<file path="src/rtl/flwin_pkg.sv">
package flwin_pkg;
   localparam int SEG_REG_W  = 32;
   localparam int HALF_SHIFT = 16;
   typedef logic [SEG_REG_W-1:0] seg_word_t;
endpackage

</file>
<file path="src/rtl/flwin_seg_regs.sv">
module flwin_seg_regs #(
   parameter int NUM_CS       = 3,
   parameter int IDX_W        = 2,
   parameter int READ_LATENCY = 1
) (
   input  logic                                 clk,
   input  logic                                 rst_n,
   input  logic                                 wr_en,
   input  logic [IDX_W-1:0]                     wr_idx,
   input  flwin_pkg::seg_word_t                 wr_data,
   input  logic [IDX_W-1:0]                     rd_idx,
   output flwin_pkg::seg_word_t                 rd_data,
   output flwin_pkg::seg_word_t [NUM_CS-1:0]    seg_q
);
   flwin_pkg::seg_word_t rd_sel;

   for (genvar i = 0; i < NUM_CS; i++) begin : g_reg
      always_ff @(posedge clk or negedge rst_n) begin
         if (!rst_n)
            seg_q[i] <= '0;
         else if (wr_en && (wr_idx == IDX_W'(i)))
            seg_q[i] <= wr_data;
      end
   end

   always_comb begin
      rd_sel = '0;
      for (int i = 0; i < NUM_CS; i++)
         if (rd_idx == IDX_W'(i)) rd_sel = seg_q[i];
   end

   if (READ_LATENCY == 0) begin : g_rd_comb
      assign rd_data = rd_sel;
   end else if (READ_LATENCY == 1) begin : g_rd_reg
      always_ff @(posedge clk or negedge rst_n) begin
         if (!rst_n) rd_data <= '0;
         else        rd_data <= rd_sel;
      end
   end else begin : g_rd_bad
      $error("flwin_seg_regs: READ_LATENCY must be 0 or 1");
   end
endmodule

</file>
<file path="src/rtl/flwin_match.sv">
module flwin_match #(
   parameter int NUM_CS     = 3,
   parameter int ADDR_W     = 28,
   parameter int UNIT_SHIFT = 20,
   localparam int BLK_W     = ADDR_W - UNIT_SHIFT,
   localparam int START_LSB = UNIT_SHIFT - flwin_pkg::HALF_SHIFT,
   localparam int END_LSB   = UNIT_SHIFT
) (
   input  flwin_pkg::seg_word_t [NUM_CS-1:0] seg_q,
   input  logic [ADDR_W-1:0]                 addr,
   output logic [NUM_CS-1:0]                 hit,
   output logic [NUM_CS-1:0][ADDR_W-1:0]     off
);
   logic [BLK_W-1:0] a_blk;
   assign a_blk = addr[ADDR_W-1 -: BLK_W];

   for (genvar i = 0; i < NUM_CS; i++) begin : g_cmp
      logic [BLK_W-1:0] s_blk;
      logic [BLK_W-1:0] e_blk;
      logic             open;
      assign s_blk  = seg_q[i][START_LSB +: BLK_W];
      assign e_blk  = seg_q[i][END_LSB +: BLK_W];
      assign open   = |seg_q[i];
      assign hit[i] = open && (a_blk >= s_blk) && (a_blk <= e_blk);
      assign off[i] = addr - {s_blk, {UNIT_SHIFT{1'b0}}};
   end
endmodule

</file>
<file path="src/rtl/flwin_prio.sv">
module flwin_prio #(
   parameter int NUM_CS = 3,
   parameter int ADDR_W = 28
) (
   input  logic                             clk,
   input  logic                             rst_n,
   input  logic                             lk_valid,
   input  logic [NUM_CS-1:0]                hit,
   input  logic [NUM_CS-1:0][ADDR_W-1:0]    off,
   output logic                             res_valid,
   output logic [NUM_CS-1:0]                res_cs,
   output logic [ADDR_W-1:0]                res_off,
   output logic                             res_miss
);
   logic [NUM_CS-1:0] sel_cs;
   logic [ADDR_W-1:0] sel_off;

   always_comb begin
      sel_cs  = '0;
      sel_off = '0;
      for (int i = NUM_CS-1; i >= 0; i--) begin
         if (hit[i]) begin
            sel_cs    = '0;
            sel_cs[i] = 1'b1;
            sel_off   = off[i];
         end
      end
   end

   always_ff @(posedge clk or negedge rst_n) begin
      if (!rst_n) begin
         res_valid <= 1'b0;
         res_cs    <= '0;
         res_off   <= '0;
         res_miss  <= 1'b0;
      end else begin
         res_valid <= lk_valid;
         res_cs    <= lk_valid ? sel_cs : '0;
         res_off   <= lk_valid ? sel_off : '0;
         res_miss  <= lk_valid && !(|hit);
      end
   end
endmodule

</file>
<file path="src/rtl/flwin_decoder.sv">
module flwin_decoder #(
   parameter int NUM_CS       = 3,
   parameter int ADDR_W       = 28,
   parameter int UNIT_SHIFT   = 20,
   parameter int READ_LATENCY = 1,
   localparam int IDX_W       = (NUM_CS > 1) ? $clog2(NUM_CS + 1) : 1
) (
   input  logic              clk,
   input  logic              rst_n,
   input  logic              cfg_wr_en,
   input  logic [IDX_W-1:0]  cfg_wr_idx,
   input  logic [31:0]       cfg_wr_data,
   input  logic [IDX_W-1:0]  cfg_rd_idx,
   output logic [31:0]       cfg_rd_data,
   input  logic              lk_valid,
   input  logic [ADDR_W-1:0] lk_addr,
   output logic              res_valid,
   output logic [NUM_CS-1:0] res_cs,
   output logic [ADDR_W-1:0] res_off,
   output logic              res_miss
);
   localparam int BLK_W = ADDR_W - UNIT_SHIFT;

   if (NUM_CS < 1) begin : g_chk_cs
      $error("flwin_decoder: NUM_CS must be at least 1");
   end
   if (UNIT_SHIFT < flwin_pkg::HALF_SHIFT) begin : g_chk_unit
      $error("flwin_decoder: UNIT_SHIFT below the field split");
   end
   if (BLK_W < 1 || UNIT_SHIFT - flwin_pkg::HALF_SHIFT + BLK_W > flwin_pkg::HALF_SHIFT) begin : g_chk_start
      $error("flwin_decoder: start field does not fit the low half");
   end
   if (UNIT_SHIFT + BLK_W > flwin_pkg::SEG_REG_W) begin : g_chk_end
      $error("flwin_decoder: end field does not fit the register");
   end

   flwin_pkg::seg_word_t [NUM_CS-1:0] seg_q;
   logic [NUM_CS-1:0]                 hit;
   logic [NUM_CS-1:0][ADDR_W-1:0]     off;

   flwin_seg_regs #(
      .NUM_CS(NUM_CS), .IDX_W(IDX_W), .READ_LATENCY(READ_LATENCY)
   ) u_regs (
      .clk(clk), .rst_n(rst_n),
      .wr_en(cfg_wr_en), .wr_idx(cfg_wr_idx), .wr_data(cfg_wr_data),
      .rd_idx(cfg_rd_idx), .rd_data(cfg_rd_data), .seg_q(seg_q)
   );

   flwin_match #(
      .NUM_CS(NUM_CS), .ADDR_W(ADDR_W), .UNIT_SHIFT(UNIT_SHIFT)
   ) u_match (
      .seg_q(seg_q), .addr(lk_addr), .hit(hit), .off(off)
   );

   flwin_prio #(
      .NUM_CS(NUM_CS), .ADDR_W(ADDR_W)
   ) u_prio (
      .clk(clk), .rst_n(rst_n), .lk_valid(lk_valid), .hit(hit), .off(off),
      .res_valid(res_valid), .res_cs(res_cs), .res_off(res_off), .res_miss(res_miss)
   );
endmodule

</file>
<file path="config.mk">
export PLATFORM = sky130hd
export DESIGN_NAME = flwin_decoder
export DESIGN_NICKNAME = d
export VERILOG_FILES = /design/src/rtl/flwin_pkg.sv /design/src/rtl/flwin_seg_regs.sv /design/src/rtl/flwin_match.sv /design/src/rtl/flwin_prio.sv /design/src/rtl/flwin_decoder.sv
export SDC_FILE = /design/constraint.sdc
export NUM_CORES = 1
export LEC_CHECK = 0
export BUFFER_PORTS_ARGS = -buffer_cell sky130_fd_sc_hd__buf_2
export CAP_MARGIN = 20
export CORE_MARGIN = 3
export CORE_UTILIZATION = 50
export DETAILED_ROUTE_END_ITERATION = 6
export PLACE_DENSITY = 0.72
export RECOVER_POWER = 50
export SYNTH_ARGS = -nofsm -noshare
export SYNTH_HDL_FRONTEND = slang
export SYNTH_SLANG_ARGS = --single-unit
</file>
<file path="constraint.sdc">
create_clock -name clk -period 5.6 [get_ports clk]
set_input_delay 1.68 -clock clk [delete_from_list [all_inputs] [get_ports clk]]
set_output_delay 1.68 -clock clk [all_outputs]
set_load 0.1 [all_outputs]
</file>
======== Yosys cells after proc, flatten, opt, wreduce, memory -nomap -nowiden ========
Cells that the tools add are included.
storage, ports and cells
  flip-flop bits (word level) ............. 161
  logic and storage cells ................. 49
operators by class
  $add $sub $neg .......................... 3
  $lt $le $gt $ge ......................... 6
  eq/ne operators ......................... 4
  mux-type cells .......................... 11
  reduce and logical (&&, ||, !) cells .... 17
operators by type and width
  cell                                                             number
  28-bit 2-to-1 mux                                                4
  32-bit 2-to-1 mux                                                3
  32-bit OR reduction                                              3
  28-bit subtractor                                                3
  8-bit greater-or-equal comparator                                3
  8-bit <= comparator                                              3
  3-bit 2-to-1 mux                                                 4
  1-bit logical AND                                                10
  2-bit by 1-bit == test with 1-bit output, second input constant  2
  2-bit == test, second input constant                             2
  2-bit logical NOT                                                2
  3-bit OR reduction                                               1
  1-bit logical NOT                                                1

======== Depth between registers and ports, before layout ========
  depth in word-level cells ............... 7
  gate-level depth with buffers ........... 12
  mapped depth without buffers ............ 11

======== Hierarchy ========
A second synthesis with hierarchy kept.
second synthesis, totals
  cell total of the unflattened synthesis .. 806
  area total of the unflattened synthesis .. 9325.2 sq um
modules (own cells, without submodules)
  module          instances  cells each  area each (sq um)  seq. area each (sq um)
  flwin_seg_regs  1          313         5088.6             3203.1
  flwin_match     1          324         2359.8             0.0
  flwin_prio      1          169         1876.8             825.8

======== Worst setup path before layout ========
OpenSTA, ideal clock, no wires.
  path type ............................... input to register
  from .................................... input lk_addr[20]
  to ...................................... register u_prio.res_off[0]
  data arrival time ....................... 3.836 ns
  slack ................................... 1.645 ns
  cell stages on the path ................. 12
  cell sequence ........................... inv_1 ha_1 inv_1 fa_1 a21o_1 a21oi_1 o21ai_1 nor4_1 nor3_1 o31a_1 buf_2 and2_1
between the ends
  longest elaborated chain between the ends .. 7
  elaborated cells on any way between the ends .. 16
ends and longest elaborated chain
  what                               line                 source
  start, declared                    flwin_decoder.sv:16  input logic [ADDR_W-1:0] lk_addr,
  8-bit greater-or-equal comparator  flwin_match.sv:24    assign hit[i] = open && (a_blk >= s_blk) && (a_blk <= e_blk);
  1-bit logical AND (2 in a row)     flwin_match.sv:24
  28-bit 2-to-1 mux (2 in a row)     flwin_prio.sv:22     if (hit[i]) begin
  28-bit 2-to-1 mux (*)              flwin_prio.sv:22
  28-bit 2-to-1 mux (*)              flwin_prio.sv:39     res_off <= lk_valid ? sel_off : '0;
  end signal, assigned               flwin_prio.sv:39
  end, declared                      flwin_prio.sv:12     output logic [ADDR_W-1:0] res_off,
Every way passes the cells marked *; elsewhere a longest branch is shown, timed or not.
A chain may end at the register's enable or synchronous reset.

======== Worst setup path after layout ========
  from .................................... input lk_addr[20]
  to ...................................... register u_prio.res_miss
between the ends
  longest elaborated chain between the ends .. 6
  elaborated cells on any way between the ends .. 15
ends and longest elaborated chain
  what                               line               source
  8-bit greater-or-equal comparator  flwin_match.sv:24
  1-bit logical AND (2 in a row)     flwin_match.sv:24
  3-bit OR reduction (*)             flwin_prio.sv:40   res_miss <= lk_valid && !(|hit);
  1-bit logical NOT (*)              flwin_prio.sv:40
  1-bit logical AND (*)              flwin_prio.sv:40
  end signal, assigned               flwin_prio.sv:40
  end, declared                      flwin_prio.sv:13   output logic res_miss
Marked as above.

==> impl_metrics.ini <==
[global_routing]
grt_pass1_vias = 6161
grt_pass1_wl_um = 33700
grt_max_degree = 162
grt_use_total_pct = 24.6
overflow = 0
grt_antenna_before_repair = 0

[clocking]
htreeDepth = 4
cts_tree = done
cts_sinks = 161
cts_setup_buffers = 0
clockBufferDepth = 2
post_cts_resized = 0
clk_pin_slew_ps = 60
cts_buffers = 17
root_buffer = clkbuf_16
postCtsHoldBufs = 0
clk_latency_ps = 430

[floorplanning]
die_h_um = 132
initial_core_util_pct = 51.8
design.core.area_mm2 = 0.0154
dieArea_mm2 = 0.0175
design.portCount = 133
die_w_um = 132
row_count = 45

[worst_setup_path]
slowest_delay_ps = 410
cp_data_arrival_time_ps = 4430
worst_ep_required_time_ps = 5930
slowest_stage = or3_1
critPathMostFrequentCell = inv_1
r2r_start = u_regs.seg_q[4]
path_cells = buf_2, inv_1, ha_1, inv_1, fa_1, a21o_1, a21oi_1, o21ai_1, nor4_1, or3_1, nand2_1, nor3_1
endpoint_kind = flip-flop
crit_path_start_kind = input pin
cp-startpoint = lk_addr[20]
critPathMaxFanout = 13
critPathKind = input pin to flip-flop

[sta]
hold_viol = 0
finalCriticalPeriod_ps = 4100
fin_crit_sh_pct = 73.2
worst_slack_ps = 1500
fin_worst_hold_slack_ps = 512
tightest_slew_ps = 2240
max_freq_ghz = 0.244
timing.setup.tns_ps = 0
fin_skew_ps = 11.0
max_slew_margin_pct = -49.4
rsz0062_at_grt = no
setup_violations = 0
slew_violations = 80

[yosys]
yosysWarningCount = 0
synth_seq_area_share_pct = 50.6
synth_ff_type = dfrtp_1
synth.distinct_cells = 52
async_flop_share_pct = 100
syn_inst = 704
synth-seq-cells = 161
syn_nets = 823
synth_area_mm2 = 0.00797
syn_area_per_cell_um2 = 11.3
synth_edf_count = 0

[pwr]
pwr-share-clk_pct = 27.1
p_int_mw = 2.46
switchingPower_mw = 1.73
power_frac_comb_pct = 36.1
netSwitchingFraction_pct = 41.2
ir_worst_vdd_mv = 0.256
seq_power_share_pct = 36.8
finalPower_mw = 4.19
p_per_area_mw_per_mm2 = 445
p_leak_nw = 4.51

[drt]
drt_wl_total_um = 21100
wire_per_inst_um = 20.0
route.detailed.drc = 0
ant_nets = 0
drt_iter0_drc = 454
first_pass_iters = 4
vias = 5933
routed_via_density = 5.62

[final_layout]
fin_util_pct = 61.2
drive_gt1_share_pct = 29.8
final_cell_mix = dfrtp_1 (161), buf_2 (129), mux2_2 (82), nand2_1 (57), o21ai_0 (54)
fin_nets = 951
num_antenna_cells = 0
area_growth_pct = 18.0
final_common_cell = dfrtp_1

[outcome]
failed_checks = max-capacitance violations, max-slew violations
status = finished with violations

[job]
drv_cap = 2

[placement]
dp_hpwl_um = 15300
dp_slack_ps = 1090
io_buffers = 132
gp_congestion = 0.933

[worst_hold_path]
hp-class = flip-flop to flip-flop
worstHoldStart = u_regs.seg_q[94]
## worst max-delay path, delay by kind of cell
family,cells,cell delay [ps]
adder cells (fa/ha/maj),2,620
AO/OA/AOI/OAI,3,530
AND/OR/NAND/NOR,4,1200
buffers and inverters,3,390
## path summary, 6_finish.rpt
kind | endpoint | slack [ps] | cells past startpoint
worst max-delay path | u_prio.res_miss | 1500 | 12
worst min-delay path | u_regs.rd_data[30] | 510 | 2
worst max register to register | u_prio.res_miss | 2680 | 10
worst min register to register | u_regs.rd_data[30] | 510 | 2
max in group asynchronous | u_regs.seg_q[31] | 3470 | 2
min in group asynchronous | u_prio.res_off[21] | 1400 | 2
## cell usage after synthesis (6+ instances only)
library cell / instances / share of area (%)
nor3_1: 8 / 0.50
dfrtp_1: 161 / 51
xnor2_1: 10 / 1.1
a31oi_1: 6 / 0.47
and2_1: 20 / 1.6
o22ai_1: 6 / 0.47
nor2b_1: 10 / 0.79
ha_1: 48 / 7.5
mux2i_1: 34 / 4.3
a21oi_1: 20 / 1.3
nand2_1: 57 / 2.7
nor4_1: 25 / 2.0
clkbuf_1: 21 / 0.99
o21ai_0: 54 / 3.4
nand3_1: 7 / 0.44
inv_1: 47 / 2.2
nor2_1: 13 / 0.61
mux2_2: 82 / 12
nand4_1: 15 / 1.2
## through the flow
step | std cells | cell area, µm²
6_report | 1056 | 9400
2_1_floorplan | 704 | 7970
4_1_cts | 1056 | 9430
5_1_grt | 1056 | 9400
3_3_place_gp | 1024 | 8850
3_5_place_dp | 1024 | 8850
## area by class of cell
type / instances / area, µm²
sequential: 161 / 4030
multi-input combinational: 469 / 3660
inverter: 47 / 176
clock inverter: 13 / 136
tap: 211 / 264
fill: 1248 / 5970
clock buffer: 19 / 443
timing repair buffer: 136 / 692
## state kept, by name, summed over array words and instances, names as in the netlist
register	cells
u_prio.res_miss	1
u_prio.res_off	28
u_prio.res_valid	1
u_regs.seg_q	96
u_regs.rd_data	32
u_prio.res_cs	3
## power groups by stage
stage               clock [mW]  sequential [mW]  combinational (mW)
finish                    1.13             1.54                1.51
global route              1.21             1.56                1.61
CTS                       1.15             1.54                1.52
detailed placement           0             1.56                1.51
global placement             0             1.55                1.48
floorplan                    0             2.11               0.579
## layer usage
| layer | global-route usage, % | vias up | wire (µm) |
|---|---|---|---|
| met5 | 0 | - | 0 |
| met4 | 8.55 | 0 | 539 |
| met3 | 4.96 | 33 | 1130 |
| met2 | 38.3 | 185 | 9890 |
| met1 | 34.6 | 2957 | 9540 |
| li1 | - | 2758 | - |
## logic make-up after synthesis
logic type      share of synthesized area [%]
simple gates                             11.3
flops                                    50.6
compound gates                           8.90
mux                                      15.9
buf+inv                                  3.55
fa+ha+maj                                8.29
xor+xnor                                 1.54
No activity file was read; power rests on OpenSTA's default activity.
